--- src/rtl/ptrfile_pkg.sv ---
package ptrfile_pkg;
  typedef enum logic [2:0] {
    LOC_NULL, LOC_GPR, LOC_PTR, LOC_STAT, LOC_EXT, LOC_UNIMP
  } loc_e;

  localparam int unsigned FLAG_W    = 3;
  localparam int unsigned ST_PD     = 3;
  localparam int unsigned ST_TO     = 4;
  localparam int unsigned ST_USR_LO = 5;
endpackage

--- src/rtl/ptrfile_decode.sv ---
module ptrfile_decode
  import ptrfile_pkg::*;
#(
  parameter int unsigned AW        = 5,
  parameter int unsigned IND_ADDR  = 0,
  parameter int unsigned STAT_ADDR = 3,
  parameter int unsigned PTR_ADDR  = 4,
  parameter int unsigned GPR_BASE  = 16,
  parameter int unsigned GPR_DEPTH = 16,
  parameter logic [(1<<AW)-1:0] EXT_MASK = '0
) (
  input  logic [AW-1:0] addr_i,
  input  logic [AW-1:0] ptr_i,
  output logic [AW-1:0] eff_o,
  output loc_e          loc_o
);
  always_comb begin
    eff_o = (addr_i == AW'(IND_ADDR)) ? ptr_i : addr_i;
    if (eff_o == AW'(IND_ADDR))                         loc_o = LOC_NULL;
    else if (eff_o == AW'(PTR_ADDR))                    loc_o = LOC_PTR;
    else if (eff_o == AW'(STAT_ADDR))                   loc_o = LOC_STAT;
    else if (32'(eff_o) >= GPR_BASE &&
             32'(eff_o) <  GPR_BASE + GPR_DEPTH)        loc_o = LOC_GPR;
    else if (EXT_MASK[eff_o])                           loc_o = LOC_EXT;
    else                                                loc_o = LOC_UNIMP;
  end
endmodule

--- src/rtl/ptrfile_gpr.sv ---
module ptrfile_gpr #(
  parameter int unsigned DW    = 8,
  parameter int unsigned DEPTH = 16
) (
  input  logic                     clk_i,
  input  logic                     rst_ni,
  input  logic                     we_i,
  input  logic [$clog2(DEPTH)-1:0] widx_i,
  input  logic [DW-1:0]            wdata_i,
  input  logic [$clog2(DEPTH)-1:0] ridx_i,
  output logic [DW-1:0]            rdata_o
);
  localparam int unsigned IW = $clog2(DEPTH);

  logic [DEPTH-1:0][DW-1:0] words;

  // No reset on storage
  for (genvar g = 0; g < DEPTH; g++) begin : g_word
    logic [DW-1:0] word_q;
    always_ff @(posedge clk_i) begin
      if (we_i && widx_i == IW'(g)) word_q <= wdata_i;
    end
    assign words[g] = word_q;
  end

  assign rdata_o = words[ridx_i];

  a_r1_commit: assert property (@(posedge clk_i) disable iff (!rst_ni)
    we_i |=> words[$past(widx_i)] == $past(wdata_i));
endmodule

--- src/rtl/ptrfile_status.sv ---
module ptrfile_status
  import ptrfile_pkg::*;
#(
  parameter int unsigned DW = 8
) (
  input  logic              clk_i,
  input  logic              rst_ni,
  input  logic              wr_i,
  input  logic [DW-1:0]     wdata_i,
  input  logic              flags_we_i,
  input  logic [FLAG_W-1:0] flags_i,
  input  logic [1:0]        tpd_i,
  output logic [DW-1:0]     status_o
);
  localparam int unsigned UW = DW - ST_USR_LO;

  logic [UW-1:0]     usr_q;
  logic [FLAG_W-1:0] flag_q;
  logic              unused_ro;

  assign unused_ro = ^wdata_i[ST_TO:ST_PD];

  always_ff @(posedge clk_i or negedge rst_ni) begin
    if (!rst_ni) begin
      usr_q  <= '0;
      flag_q <= '0;
    end else begin
      if (wr_i) usr_q <= wdata_i[DW-1:ST_USR_LO];
      // ALU flag update wins over the data write
      if (flags_we_i)  flag_q <= flags_i;
      else if (wr_i)   flag_q <= wdata_i[FLAG_W-1:0];
    end
  end

  assign status_o = {usr_q, tpd_i, flag_q};

  a_r9_flags_win: assert property (@(posedge clk_i) disable iff (!rst_ni)
    flags_we_i |=> status_o[FLAG_W-1:0] == $past(flags_i));
  a_r10_direct_flags: assert property (@(posedge clk_i) disable iff (!rst_ni)
    (wr_i && !flags_we_i) |=> status_o[FLAG_W-1:0] == $past(wdata_i[FLAG_W-1:0]));
  a_r8_usr_field: assert property (@(posedge clk_i) disable iff (!rst_ni)
    wr_i |=> status_o[DW-1:ST_USR_LO] == $past(wdata_i[DW-1:ST_USR_LO]));
  a_r8_ro_bits: assert property (@(posedge clk_i) disable iff (!rst_ni)
    status_o[ST_TO:ST_PD] == tpd_i);
endmodule

--- src/rtl/ptrfile.sv ---
module ptrfile
  import ptrfile_pkg::*;
#(
  parameter int unsigned AW        = 5,
  parameter int unsigned DW        = 8,
  parameter int unsigned IND_ADDR  = 0,
  parameter int unsigned STAT_ADDR = 3,
  parameter int unsigned PTR_ADDR  = 4,
  parameter int unsigned GPR_BASE  = 16,
  parameter int unsigned GPR_DEPTH = 16,
  parameter logic [(1<<AW)-1:0] EXT_MASK = 32'h0000_01E6
) (
  input  logic              clk_i,
  input  logic              rst_ni,
  input  logic [AW-1:0]     rd_addr_i,
  output logic [DW-1:0]     rd_data_o,
  input  logic              wr_en_i,
  input  logic [AW-1:0]     wr_addr_i,
  input  logic [DW-1:0]     wr_data_i,
  input  logic              flags_we_i,
  input  logic [FLAG_W-1:0] flags_i,
  input  logic [1:0]        tpd_i,
  output logic              ext_rd_o,
  output logic [AW-1:0]     ext_rd_addr_o,
  input  logic [DW-1:0]     ext_rd_data_i,
  output logic              ext_wr_o,
  output logic [AW-1:0]     ext_wr_addr_o,
  output logic [DW-1:0]     ext_wr_data_o
);
  localparam int unsigned GIW = $clog2(GPR_DEPTH);

  logic [AW-1:0] ptr_q;
  logic [AW-1:0] rd_eff, wr_eff;
  loc_e          rd_loc, wr_loc;
  logic [DW-1:0] gpr_rdata, status;
  logic          gpr_we, stat_we;

  for (genvar p = 0; p < 2; p++) begin : g_port
    logic [AW-1:0] addr, eff;
    loc_e          loc;
    if (p == 0) begin : g_rd
      assign addr = rd_addr_i;
      assign rd_eff = eff;
      assign rd_loc = loc;
    end else begin : g_wr
      assign addr = wr_addr_i;
      assign wr_eff = eff;
      assign wr_loc = loc;
    end
    ptrfile_decode #(
      .AW(AW), .IND_ADDR(IND_ADDR), .STAT_ADDR(STAT_ADDR), .PTR_ADDR(PTR_ADDR),
      .GPR_BASE(GPR_BASE), .GPR_DEPTH(GPR_DEPTH), .EXT_MASK(EXT_MASK)
    ) u_dec (
      .addr_i(addr), .ptr_i(ptr_q), .eff_o(eff), .loc_o(loc)
    );
  end

  assign gpr_we  = wr_en_i && wr_loc == LOC_GPR;
  assign stat_we = wr_en_i && wr_loc == LOC_STAT;

  always_ff @(posedge clk_i or negedge rst_ni) begin
    if (!rst_ni)                         ptr_q <= '0;
    else if (wr_en_i && wr_loc == LOC_PTR) ptr_q <= wr_data_i[AW-1:0];
  end

  ptrfile_gpr #(.DW(DW), .DEPTH(GPR_DEPTH)) u_gpr (
    .clk_i   (clk_i),
    .rst_ni  (rst_ni),
    .we_i    (gpr_we),
    .widx_i  (wr_eff[GIW-1:0] - GIW'(GPR_BASE)),
    .wdata_i (wr_data_i),
    .ridx_i  (rd_eff[GIW-1:0] - GIW'(GPR_BASE)),
    .rdata_o (gpr_rdata)
  );

  ptrfile_status #(.DW(DW)) u_status (
    .clk_i      (clk_i),
    .rst_ni     (rst_ni),
    .wr_i       (stat_we),
    .wdata_i    (wr_data_i),
    .flags_we_i (flags_we_i),
    .flags_i    (flags_i),
    .tpd_i      (tpd_i),
    .status_o   (status)
  );

  always_comb begin
    unique case (rd_loc)
      LOC_GPR:  rd_data_o = gpr_rdata;
      LOC_PTR:  rd_data_o = DW'(ptr_q);
      LOC_STAT: rd_data_o = status;
      LOC_EXT:  rd_data_o = ext_rd_data_i;
      default:  rd_data_o = '0;
    endcase
  end

  assign ext_rd_o      = rd_loc == LOC_EXT;
  assign ext_rd_addr_o = rd_eff;
  assign ext_wr_o      = wr_en_i && wr_loc == LOC_EXT;
  assign ext_wr_addr_o = wr_eff;
  assign ext_wr_data_o = wr_data_i;

  a_r4_null_read: assert property (@(posedge clk_i) disable iff (!rst_ni)
    (rd_addr_i == AW'(IND_ADDR) && ptr_q == '0) |-> rd_data_o == '0);
  a_r5_null_write: assert property (@(posedge clk_i) disable iff (!rst_ni)
    (wr_en_i && wr_addr_i == AW'(IND_ADDR) && ptr_q == '0)
      |-> (!gpr_we && !stat_we && !ext_wr_o));
  a_r2_ptr_load: assert property (@(posedge clk_i) disable iff (!rst_ni)
    (wr_en_i && wr_loc == LOC_PTR) |=> ptr_q == $past(wr_data_i[AW-1:0]));
  a_r6_unimp_zero: assert property (@(posedge clk_i) disable iff (!rst_ni)
    rd_loc == LOC_UNIMP |-> rd_data_o == '0);
  a_r7_ext_read: assert property (@(posedge clk_i) disable iff (!rst_ni)
    ext_rd_o |-> rd_data_o == ext_rd_data_i);
endmodule

--- config.mk ---
export PLATFORM = sky130hd
export DESIGN_NAME = ptrfile
export DESIGN_NICKNAME = d
export VERILOG_FILES = /design/src/rtl/ptrfile_pkg.sv /design/src/rtl/ptrfile_decode.sv /design/src/rtl/ptrfile_gpr.sv /design/src/rtl/ptrfile_status.sv /design/src/rtl/ptrfile.sv
export SDC_FILE = /design/constraint.sdc
export NUM_CORES = 1
export LEC_CHECK = 0
export BUFFER_PORTS_ARGS = -buffer_cell sky130_fd_sc_hd__buf_2
export CAP_MARGIN = 20
export CORE_AREA = 2 2 115 117
export CTS_CLUSTER_SIZE = 30
export DETAILED_ROUTE_END_ITERATION = 8
export DIE_AREA = 0 0 117 119
export GPL_ROUTABILITY_DRIVEN = 0
export GPL_TIMING_DRIVEN = 0
export PLACE_DENSITY = 0.68
export REMOVE_ABC_BUFFERS = 1
export SLEW_MARGIN = 30
export SYNTH_ARGS = -nofsm -noshare
export SYNTH_HDL_FRONTEND = slang
export SYNTH_HIERARCHICAL = 1
export SYNTH_SLANG_ARGS = --single-unit
export TNS_END_PERCENT = 1
--- constraint.sdc ---
create_clock -name clk_i -period 5.2 [get_ports clk_i]
set_clock_uncertainty 0.1 [all_clocks]
set_input_delay 1.04 -clock clk_i [delete_from_list [all_inputs] [get_ports clk_i]]
set_output_delay 1.04 -clock clk_i [all_outputs]
set_load 0.05 [all_outputs]
# Word level (Yosys, flattened, before mapping)
# Memory sizes are Yosys's and may differ from the RTL's.
# Index checks and enable logic that the tools add are counted.
# totals
register_bits,139
romBits,64
inputBits,35
memories,2
# classes
order_cmp,5
eq_ne,27
n_mux,19
reduce_logical,26
# memory_table
memory,words,word_bits,rd,rd_clocked_by_memory_dff,write_ports,line,rtl
(no name shown),32,1,1,0,0,ptrfile_decode.sv:24,else if (EXT_MASK[eff_o]) loc_o = LOC_EXT;
(no name shown),32,1,1,0,0,ptrfile_decode.sv:24,
# ops
operator,n
$bmux W8 S4,1
$eq A4 B4 Y1 const B,8
$pmux W8 S4,1
$mux W3,10
$logic_and A1 B1 Y1,20
$logic_not A5 Y1,4
$eq A4 B3 Y1 const B,4
$eq A3 B2 Y1 const B,4
$lt A5 B6 Y1 const B,2
$eq A5 B2 Y1 const B,2
$eq A5 B3 Y1 const B,2
$ge A5 B5 Y1 const B,2
$mux W5,2
$eq A4 B2 Y1 const B,2
$mux W8,1
$eq A3 B1 Y1 const B,2
$eq A3 B3 Y1 const B,2
$lt A4 B5 Y1 const B,1
$eq A4 B1 Y1 const B,1
$logic_not A4 Y1,1
$mux W1,4
$reduce_bool A2 Y1,1

# Logic depth before layout (Yosys ltp)
# Gate-level depths: netlist (run 1).
# depth
depth_word,13
ltp_mapped,10
ltp_nobuf,8

# Hierarchy
# The synthesis (run 1) kept the hierarchy.
# modules_own_cells
module,n_inst,cells_each,area_per_inst_um2
ptrfile_gpr,1,221,4987.3
ptrfile,1,63,636.9
ptrfile_decode,2,25,153.9
ptrfile_status,1,21,277.8

# Least setup slack after synthesis (run 1)
# OpenSTA, ideal clock, no wires.
# synth_path
path_type,in2out
start,input rd_addr_i[2]
end,output ext_rd_o
arrival_ns,3.495
required_time_ns,4.060
path_slack_ns,0.565
stages,7
path_buffers,1
path_cell_list,nor3_2 > a31oi_1 > inv_2 > nor3_1 > nor3_1 > clkbuf_1 > nor3b_1
# synth_rtl
element,line,rtl
start: declaration,ptrfile.sv:15,"input logic [AW-1:0] rd_addr_i,"
$logic_not A5 Y1 (*),ptrfile_decode.sv:18,eff_o = (addr_i == AW'(IND_ADDR)) ? ptr_i : addr_i;
$mux W5 (*),ptrfile_decode.sv:18,
named net ext_rd_addr_o[1],ptrfile.sv:24,"output logic [AW-1:0] ext_rd_addr_o,"
$ge A5 B5 Y1,ptrfile_decode.sv:22,else if (32'(eff_o) >= GPR_BASE &&
$mux W3,ptrfile_decode.sv:22,
$mux W3,ptrfile_decode.sv:21,else if (eff_o == AW'(STAT_ADDR)) loc_o = LOC_STAT;
$mux W3,ptrfile_decode.sv:20,else if (eff_o == AW'(PTR_ADDR)) loc_o = LOC_PTR;
$mux W3 (*),ptrfile_decode.sv:19,if (eff_o == AW'(IND_ADDR)) loc_o = LOC_NULL;
named net g_port[0].loc[2],ptrfile.sv:40,loc_e loc;
$eq A3 B3 Y1 (*),ptrfile.sv:97,assign ext_rd_o = rd_loc == LOC_EXT;
end: declaration,ptrfile.sv:23,"output logic ext_rd_o,"
# The timed path passes the listed nets; every way through them passes the cells marked *. The select of a mux whose other input is x is not followed.

# Final worst setup path (run 1)
# layout_path
start,input rd_addr_i[2]
end,output rd_data_o[3]
# layout_rtl
element,line,rtl
$logic_not A5 Y1,ptrfile_decode.sv:18,
$mux W5 (*),ptrfile_decode.sv:18,
$ge A5 B5 Y1,ptrfile_decode.sv:22,
$mux W3,ptrfile_decode.sv:22,
$mux W3,ptrfile_decode.sv:21,
$mux W3,ptrfile_decode.sv:20,
$mux W3 (*),ptrfile_decode.sv:19,
named net g_port[0].loc[2],ptrfile.sv:40,
"$eq A3 B3 Y1, or another cell as far along",ptrfile.sv:88,unique case (rd_loc)
$pmux W8 S4 (*),ptrfile.sv:88,
end: declaration,ptrfile.sv:16,"output logic [DW-1:0] rd_data_o,"
# Marks and branches as above.

==> results of run 1 <==
## metrics by stage
step,power [mW],setup TNS [ps],cells
after global routing,2.82,0,602
after detailed placement,1.53,0,570
final,2.74,0,602
after global placement,1.52,-4620,568
after CTS,2.76,0,602
after floorplan,1.43,-1570,330
## path summary, 6_finish.rpt
path / slack [ps] / cells past startpoint / from / to
min in group clk_i: 420 / 1 / u_status/usr_q[2] / u_status/usr_q[2]
min: 400 / 1 / rst_ni / u_status/usr_q[1]
min reg2reg: 420 / 1 / u_status/usr_q[2] / u_status/usr_q[2]
max in group asynchronous: 4370 / 1 / rst_ni / ptr_q[4]
max reg2reg: 1500 / 7 / ptr_q[1] / u_gpr/g_word[1].word_q[6]
max: 310 / 10 / rd_addr_i[2] / rd_data_o[3]
## kinds of logic after synthesis
| group | Yosys count | share of synthesized area [%] |
|---|---|---|
| flops | 139 | 66.3 |
| buf+inv | 39 | 4.03 |
| mux | 48 | 15.4 |
| simple gates | 84 | 8.40 |
| compound gates | 45 | 5.86 |
## sequential cells by signal (all words and copies together) (netlist names)
signal	count
u_gpr/g_word.word_q	128
u_status/flag_q	3
ptr_q	5
u_status/usr_q	3
## worst reg2reg max path, cell delays in order (launching register included)
cell      delay [ps]
dfrtp_1          440
a31oi_1          290
inv_2            190
nor3_1           220
nor3_1           110
nor4bb_1         630
or3b_2           550
nor2_1           790
## area by class of cell
class | instances | share of cell area (%)
well taps | 176 | 3.05
multi-input cells | 177 | 26.1
clock inverters | 15 | 2.58
inverters | 14 | 0.780
repair buffers | 64 | 4.51
clock buffers | 17 | 5.89
flip-flops and latches | 139 | 57.1
## metal layers
layer,global-route usage [%],up-vias
li1,-,1563
met1,28.2,1824
met2,31.6,101
met3,4.07,7
met4,6.99,0
met5,0,-
## placed cells by master (no fill, tap or decap), drive strengths merged, types with 6 or more instances in the layout
cell type,n
edfxtp,128
buf,64
mux4,32
inv,18
clkbuf,17
nor2,17
nand2,16
a22oi,16
nor3,13
dfrtp,11
mux2i,8
nand2b,8
nand4bb,8
mux2,8
a31oi,6
## timing repair
action,4_1_cts,5_1_grt
setup endpoints to repair,0,5
buffers inserted,0,0
resized for setup,0,3
hold buffers,0,0
## power groups by stage
| stage | combinational, mW | clock [mW] | sequential (mW) |
|---|---|---|---|
| floorplan | 0.157 | 0 | 1.28 |
| global placement | 0.243 | 0 | 1.28 |
| CTS | 0.252 | 1.25 | 1.26 |
| detailed placement | 0.251 | 0 | 1.28 |
| global route | 0.269 | 1.29 | 1.26 |
| finish | 0.251 | 1.23 | 1.26 |
==> impl_metrics.py, run 1 <==
metrics = {
    "route": {
        "drtPass1Iterations": 5,
        "drc": 0,
        "dr.first_iter.drc_count": 287,
        "routed.top_layer": "met4",
        "wl_per_cell_um": 21.6,
        "wl_met3_um": 669,
        "via_per_inst": 5.81,
        "m1WireLength_um": 5510,
        "ant_nets": 0,
        "wl_met2_um": 6730,
        "finalWirelength_um": 13000,
        "dr_total_vias": 3495,
    },
    "clocking": {
        "cts_tree": "done",
        "clk_latency_ps": 410,
        "cts_sinks": 139,
        "clk_root_buffer_cell": "clkbuf_16",
        "cts.clk_slew.worst_paths_ps": 60,
        "cts_buffers": 17,
        "cts_max_path_buffers": 2,
        "cts.htree.levels": 4,
    },
    "logic_synthesis": {
        "async_flop_share_pct": 7.91,
        "syn_inst": 355,
        "synth_largest_area_cell": "edfxtp_1",
        "ys_top_cells_by_count": "edfxtp_1, mux4_2, nor2_1",
        "yosysSeqAreaShare_pct": 66.3,
        "yosys-top-cells-area": "edfxtp_1, mux4_2, mux4_1, dfrtp_1, a22oi_1",
        "avgSynthCellArea_um2": 17.5,
        "synth_edf_count": 128,
        "synthFlopType": "edfxtp_1",
        "yosysUniqueCellTypes": 46,
        "yosys_warnings": 6,
        "synth_most_common_cell": "edfxtp_1",
        "netlist_area_um2": 6210,
        "synth_top_area_share_pct": 61.9,
        "ys_ff_latch": 139,
    },
    "cells_and_area": {
        "drive_gt1_share_pct": 35.4,
        "diodes": 0,
        "nNetsFinal": 448,
        "design_area_um2": 7220,
        "multi_input_area_um2": 1880,
        "areaGrowthSynthToFinish_pct": 16.2,
        "utilization_pct": 56.1,
        "seq_area_um2": 4120,
        "num-fill-cells": 980,
    },
    "global_route": {
        "grt_max_degree": 38,
        "grt_pass1_vias": 3420,
        "grt_usage_pct": 20.1,
        "grt_first_pass_wirelength_um": 19900,
        "antenna_found_initial": 0,
        "gr-total-overflow": 0,
    },
    "pwr": {
        "p_sw_share_pct": 23.7,
        "power.share.combinational_pct": 9.2,
        "p_int_mw": 2.09,
        "p_switching_mw": 0.649,
        "clkPwrFrac_pct": 44.9,
        "seqPwrFrac_pct": 45.9,
        "power_density_nw_per_um2": 380,
        "peakVddDrop_mv": 0.313,
        "power_leakage_nw": 2.54,
    },
    "die": {
        "die_y_um": 119,
        "start_util_pct": 48.2,
        "core_um2": 12900,
        "ioPinCount": 63,
        "die_area_um2": 13900,
        "die_x_um": 117,
        "fp-row-count": 42,
    },
    "critical_path": {
        "crit_family": "buffers and inverters",
        "cp_data_required_time_ps": 4060,
        "critical_path_class": "primary input to output port",
        "end_kind": "output port",
        "startpoint_type": "primary input",
        "cp_cell_sequence": "buf_2 -> nor3_2 -> a31oi_1 -> clkinv_2 -> nor3_1 -> nor3_2 -> buf_4 -> nand2b_1 -> o221ai_1 -> buf_2",
        "slowest_delay_ps": 610,
        "slowest_stage": "clkinv_2",
        "path_max_fanout": 36,
        "worstPathArrival_ps": 3750,
        "worst-path-buf-inv": 4,
    },
    "placement": {
        "portBuffers": 62,
        "post-place-ws_ps": 8.20,
        "postPlaceCellArea_um2": 6590,
        "hpwlAfterDp_um": 8400,
    },
    "timing": {
        "finalHoldViolCount": 0,
        "worst_pin_slew_ps": 1000,
        "rsz0062_at_grt": "false",
        "relSlewSlack_pct": 32.8,
        "slew_viol_final": 0,
        "hold_slack_ps": 402,
        "worst_slack_ps": 309,
        "finalSetupViolations": 0,
        "min_period_ps": 4890,
        "period_share_pct": 94.1,
        "clock.fmax_mhz": 204,
    },
    "hold_path": {
        "hold_path_class": "primary input to asynchronous set/reset pin",
    },
    "run": {
        "maxCapViolCount": 0,
    },
    "outcome": {
        "outcome": "complete, no violations",
    },
}
Power figures use the tool's default switching activity.
==> run 2: changes to the inputs <==
==> constraint.sdc (replaced) <==
create_clock -name clk_i -period 5.2 [get_ports clk_i]
set_clock_uncertainty 0.1 [all_clocks]
set_input_delay 1.04 -clock clk_i [delete_from_list [all_inputs] [get_ports clk_i]]
set_output_delay 1.04 -clock clk_i [all_outputs]
set_load 0.02 [all_outputs]
==> run 2 against run 1 <==
- sequential power hardly changed
- first-iteration DRC count is 13% higher
- critical endpoint unchanged
- sequential cell count stayed put
- global-route usage stayed put
- hold slack hardly changed
- largest power group unchanged
- worst setup slack worse by 46 ps
- power is 1.4% lower
- largest cell class unchanged
==> impl_metrics.py, run 2 (same netlist as run 1, synthesis figures left out) <==
metrics = {
    "die": {
        "start_util_pct": 48.2,
        "die_y_um": 119,
        "die_x_um": 117,
        "fp-row-count": 42,
        "die_area_um2": 13900,
        "core_um2": 12900,
        "ioPinCount": 63,
    },
    "route": {
        "wl_met3_um": 590,
        "dr.first_iter.drc_count": 324,
        "finalWirelength_um": 13000,
        "drtPass1Iterations": 5,
        "dr_total_vias": 3500,
        "via_per_inst": 5.81,
        "routed.top_layer": "met4",
        "ant_nets": 0,
        "drc": 0,
        "wl_met2_um": 6720,
        "m1WireLength_um": 5590,
        "wl_per_cell_um": 21.6,
    },
    "cells_and_area": {
        "diodes": 0,
        "largest_reg_flops": 128,
        "drive_gt1_share_pct": 35.4,
        "top_register": "u_gpr/g_word.word_q",
        "design_area_um2": 7210,
        "final_common_cell": "edfxtp_1",
        "biggestRegsByFlops": "u_gpr/g_word.word_q: 128 flops, ptr_q: 5 flops",
        "nNetsFinal": 448,
        "final_cell_mix": "edfxtp_1, buf_2, mux4_2, clkbuf_16, nor2_1",
        "fin_cells": 602,
        "areaGrowthSynthToFinish_pct": 16.1,
    },
    "timing": {
        "worst_pin_slew_ps": 986,
        "finalSetupViolations": 0,
        "relSlewSlack_pct": 34.0,
        "period_share_pct": 95.0,
        "finalHoldViolCount": 0,
        "min_period_ps": 4940,
        "rsz0062_at_grt": "false",
        "clock.fmax_mhz": 203,
        "slew_viol_final": 0,
        "fin_setup_tns_ps": 0,
    },
    "critical_path": {
        "crit_top_cell": "buf_2",
        "cp_cell_sequence": "buf_2 -> nor3_2 -> a31oi_1 -> inv_2 -> nor2_1 -> a21oi_2 -> or2b_1 -> o221ai_1 -> buf_2",
        "end_kind": "output port",
        "startpoint_type": "primary input",
        "cp_data_required_time_ps": 4060,
        "path_max_fanout": 36,
        "worstPathArrival_ps": 3800,
        "slowest_delay_ps": 720,
        "slowest_stage": "a21oi_2",
        "critical_path_class": "primary input to output port",
    },
    "run": {
        "maxCapViolCount": 0,
    },
    "clocking": {
        "clk_latency_ps": 410,
        "cts.htree.levels": 4,
        "cts.clk_slew.worst_paths_ps": 60,
        "clk_root_buffer_cell": "clkbuf_16",
        "cts_max_path_buffers": 2,
        "ctsResizeCount": 0,
        "post-cts-setup-buffers": 0,
        "cts_tree": "done",
        "hold_buffers": 0,
        "cts_sinks": 139,
        "cts_buffers": 17,
    },
    "pwr": {
        "power_leakage_nw": 2.54,
        "power_density_nw_per_um2": 375,
        "peakVddDrop_mv": 0.313,
    },
    "placement": {
        "portBuffers": 62,
        "place_inst": 570,
        "postPlaceCellArea_um2": 6590,
        "hpwlAfterDp_um": 8400,
    },
    "global_route": {
        "gr-total-overflow": 0,
        "antenna_found_initial": 0,
        "grt_max_degree": 38,
        "grt_usage_pct": 20.1,
        "grt_first_pass_wirelength_um": 19900,
        "grt_pass1_vias": 3420,
    },
    "hold_path": {
        "hold_path_class": "primary input to asynchronous set/reset pin",
    },
    "outcome": {
        "outcome": "complete, no violations",
    },
}
==> run 2: cell count changes in the layout (fill, tap and decap cells not counted), sizes merged <==
cell / before / now
inv: 18 / 19
clkinv: 4 / 3
==> run 2: routing by layer <==
layer | GRT usage [%] | up-vias
met5 | 0 | -
met4 | 6.99 | 0
met3 | 4.07 | 7
met2 | 31.6 | 112
met1 | 28.2 | 1817
li1 | - | 1564
==> run 2: power by group <==
part / switching (mW) / total, mW / leakage (nW) / internal [mW]
registers: 0.0144 / 1.26 / 1.30 / 1.24
clock network: 0.467 / 1.23 / 0.287 / 0.762
logic: 0.129 / 0.215 / 0.960 / 0.0857
total: 0.610 / 2.70 / 2.54 / 2.09
==> run 2: worst max-delay path: cells and delay by family <==
| family | cells | cell delay, ps |
|---|---|---|
| buffers and inverters | 3 | 960 |
| AND/OR/NAND/NOR | 3 | 700 |
| AO/OA/AOI/OAI | 3 | 1090 |
==> run 2: per-stage QoR <==
stage                     setup WS [ps]  util (%)  total power [mW]  hold slack [ps]
after floorplan                     295         -              1.41              382
after global placement             -519      50.8              1.49              402
after detailed placement            107      51.2              1.50              410
after CTS                           103      55.9              2.72              396
after global routing               24.0      56.0              2.78              404
final                               263      56.0              2.70              402
==> run 2: cell type report <==
type	count	area, µm²
fill	981	5670
clock inverter	15	186
tap	176	220
timing repair buffer	64	325
clock buffer	17	425
inverter	14	55.1
multi-input combinational	177	1880
sequential	139	4120
==> run 2: worst paths after layout <==
kind | start | to | slack, ps | depth (start not counted)
setup / recovery | rd_addr_i[2] | rd_data_o[3] | 260 | 9
hold / removal | rst_ni | u_status/usr_q[1] | 400 | 1
setup reg to reg | ptr_q[1] | u_gpr/g_word[1].word_q[4] | 1500 | 7
hold reg to reg | u_status/usr_q[2] | u_status/usr_q[2] | 420 | 1
max in group asynchronous | rst_ni | ptr_q[3] | 4370 | 1
min in group clk_i | u_status/usr_q[2] | u_status/usr_q[2] | 420 | 1
==> run 3: changes to the inputs <==
--- a/config.mk
+++ b/config.mk
@@ -5,12 +5,13 @@
 export SDC_FILE = /design/constraint.sdc
 export NUM_CORES = 1
 export LEC_CHECK = 0
+export ABC_AREA = 1
 export BUFFER_PORTS_ARGS = -buffer_cell sky130_fd_sc_hd__buf_2
 export CAP_MARGIN = 20
-export CORE_AREA = 2 2 115 117
+export CORE_AREA = 2 2 122 124
 export CTS_CLUSTER_SIZE = 30
 export DETAILED_ROUTE_END_ITERATION = 8
-export DIE_AREA = 0 0 117 119
+export DIE_AREA = 0 0 124 126
 export GPL_ROUTABILITY_DRIVEN = 0
 export GPL_TIMING_DRIVEN = 0
 export PLACE_DENSITY = 0.68
==> run 3 against run 2 <==
- via count grew 48%
- worst setup slack gained 58 ps
- final cell count grew 68%
- clock-buffer cell count is the same
- non-clock buffer count shrank 1
- utilization shrank 0.90 points
- critical path depth grew 2
- synthesized area grew 13%
- first-iteration DRC count grew 23%
- synthesized cell count grew 120%
- hold slack lost 15 ps
- sequential share of layout area shrank 4.9 points
==> impl_metrics.py, run 3 <==
metrics = {
    "cells_and_area": {
        "biggestRegsByFlops": "u_gpr/g_word.word_q: 128 flops, ptr_q: 5 flops",
        "nNetsFinal": 849,
        "final_cell_mix": "nand2_1, inv_1, edfxtp_1, nand3_1, buf_2",
        "areaGrowthSynthToFinish_pct": 12.6,
        "num-fill-cells": 1291,
        "multi_input_area_um2": 2100,
        "final_common_cell": "nand2_1",
        "largest_reg_flops": 128,
        "seq_area_um2": 4120,
        "diodes": 0,
        "top_register": "u_gpr/g_word.word_q",
        "drive_gt1_share_pct": 16.0,
    },
    "route": {
        "routed.top_layer": "met4",
        "wl_met2_um": 7710,
        "drc": 0,
        "wl_met3_um": 995,
        "dr_total_vias": 5166,
        "finalWirelength_um": 16200,
        "wl_per_cell_um": 16.0,
        "m1WireLength_um": 7220,
        "dr.first_iter.drc_count": 399,
        "via_per_inst": 5.11,
        "drtPass1Iterations": 5,
        "ant_nets": 0,
    },
    "global_route": {
        "grt_max_degree": 69,
        "antenna_found_initial": 0,
        "grt_pass1_vias": 4727,
        "grt_usage_pct": 22.1,
        "grt_first_pass_wirelength_um": 25200,
        "gr-total-overflow": 0,
    },
    "clocking": {
        "cts.clk_slew.worst_paths_ps": 60,
        "cts_sinks": 139,
        "cts_tree": "done",
        "cts_buffers": 17,
        "clk_root_buffer_cell": "clkbuf_16",
        "cts.htree.levels": 4,
        "clk_latency_ps": 420,
        "cts_max_path_buffers": 2,
    },
    "timing": {
        "slew_viol_final": 0,
        "finalHoldViolCount": 0,
        "worst_pin_slew_ps": 941,
        "min_period_ps": 4880,
        "period_share_pct": 93.8,
        "worst_slack_ps": 320,
        "clock.fmax_mhz": 205,
        "rsz0062_at_grt": "false",
        "finalSetupViolations": 0,
        "fin_setup_tns_ps": 0,
        "relSlewSlack_pct": 37.1,
    },
    "logic_synthesis": {
        "yosys-top-cells-area": "edfxtp_1, nand2_1, nand3_1, inv_1, dfrtp_1",
        "avgSynthCellArea_um2": 9.09,
        "synth_top_area_share_pct": 54.9,
        "netlist_area_um2": 7010,
        "ys_top_cells_by_count": "nand2_1, inv_1, edfxtp_1",
        "ys_ff_latch": 139,
        "async_flop_share_pct": 7.91,
        "synth_largest_area_cell": "edfxtp_1",
        "yosys_warnings": 6,
        "yosysUniqueCellTypes": 25,
        "synthFlopType": "edfxtp_1",
        "synth_edf_count": 128,
        "synth_most_common_cell": "nand2_1",
        "yosysSeqAreaShare_pct": 58.8,
        "syn_inst": 771,
    },
    "outcome": {
        "outcome": "complete, no violations",
    },
    "placement": {
        "post-place-ws_ps": 256,
        "portBuffers": 62,
        "hpwlAfterDp_um": 10200,
    },
    "pwr": {
        "p_switching_mw": 0.650,
        "p_int_mw": 1.96,
        "power.share.combinational_pct": 10.4,
        "seqPwrFrac_pct": 48.1,
        "power_leakage_nw": 3.52,
        "p_sw_share_pct": 24.9,
        "peakVddDrop_mv": 0.288,
        "power_density_nw_per_um2": 331,
        "clkPwrFrac_pct": 41.5,
    },
    "critical_path": {
        "startpoint_type": "primary input",
        "regToRegSetupSlack_ps": 1860,
        "critical_path_class": "primary input to output port",
        "end_kind": "output port",
        "r2r-end": "u_gpr/g_word[15].word_q[2]",
        "worstPathArrival_ps": 3740,
        "path_max_fanout": 15,
        "r2r-start": "ptr_q[3]",
        "cp_data_required_time_ps": 4060,
        "r2r_cells": 8,
    },
    "die": {
        "core_um2": 14300,
        "die_area_um2": 15600,
        "ioPinCount": 63,
        "start_util_pct": 48.9,
        "die_x_um": 124,
        "fp-row-count": 44,
        "die_y_um": 126,
    },
    "hold_path": {
        "hold_path_class": "primary input to asynchronous set/reset pin",
    },
    "run": {
        "maxCapViolCount": 0,
    },
}
==> run 3: cell types whose count changed after synthesis, sizes merged, moves of 18 or more <==
cell,previous run,this run
nand4,0,25
nand3,5,114
buf,21,39
mux4,32,0
inv,14,147
nand2,16,239
nor2,17,37
==> run 3: metrics by stage <==
step           util [%]  area (µm²)  hold slack [ps]  power, mW  std cells
2_1_floorplan         -        6720              349       1.43        732
3_3_place_gp       50.7        7260              371       1.54        978
3_5_place_dp       51.3        7350              373       1.55        979
4_1_cts            55.1        7880              379       2.63       1011
5_1_grt            55.1        7890              390       2.71       1011
6_report           55.1        7890              387       2.61       1011
==> run 3: power by group through the flow <==
stage / registers (mW) / logic, mW / clock network [mW]
floorplan: 1.28 / 0.158 / 0
global placement: 1.28 / 0.259 / 0
detailed placement: 1.28 / 0.268 / 0
CTS: 1.26 / 0.270 / 1.10
global route: 1.26 / 0.300 / 1.15
finish: 1.26 / 0.271 / 1.09
==> run 3: worst max path at each step <==
stage / start / endpoint / slack (ps)
finish: rd_addr_i[1] / rd_data_o[5] / 320
global route: rd_addr_i[1] / rd_data_o[5] / 100
CTS: rd_addr_i[1] / rd_data_o[3] / 240
detailed placement: rd_addr_i[1] / rd_data_o[3] / 260
global placement: rd_addr_i[1] / rd_data_o[3] / -680
floorplan: rd_addr_i[1] / rd_data_o[0] / 640
==> run 3: what timing repair did <==
action                                  in CTS  in global routing
endpoints found under the setup margin       0                  2
buffers inserted                             0                  0
gates resized for setup                      0                  1
hold buffers                                 0                  0
==> run 3: per-layer routing <==
layer / global-route usage [%] / up-vias
met5: 0 / -
met4: 6.81 / 0
met3: 5.39 / 22
met2: 34.5 / 151
met1: 30.6 / 2427
li1: - / 2566
==> run 3: kinds of logic (layout without fill, tap and decap cells) <==
logic type,after synthesis,in the layout,synth area share [%]
AO/OA/AOI/OAI,18,18,1.96
flip-flops,139,139,58.8
buffers and inverters,187,243,12.0
AND/OR/NAND/NOR,427,427,27.2
==> run 3: worst max-delay path, cell delays in order <==
cell	delay, ps
buf_2	120
nor2_2	160
nand3_4	160
o21bai_2	580
nand2_1	110
nand3_1	510
inv_2	220
nor3_1	380
nand2_1	170
nand3_1	110
buf_2	160
==> run 3: cell type report <==
cell class | instances | area share, %
clock buffers | 17 | 5.40
clock inverters | 15 | 1.38
inverters | 148 | 7.14
multi-input cells | 445 | 26.6
flip-flops and latches | 139 | 52.2
well taps | 184 | 2.92
repair buffers | 63 | 4.28
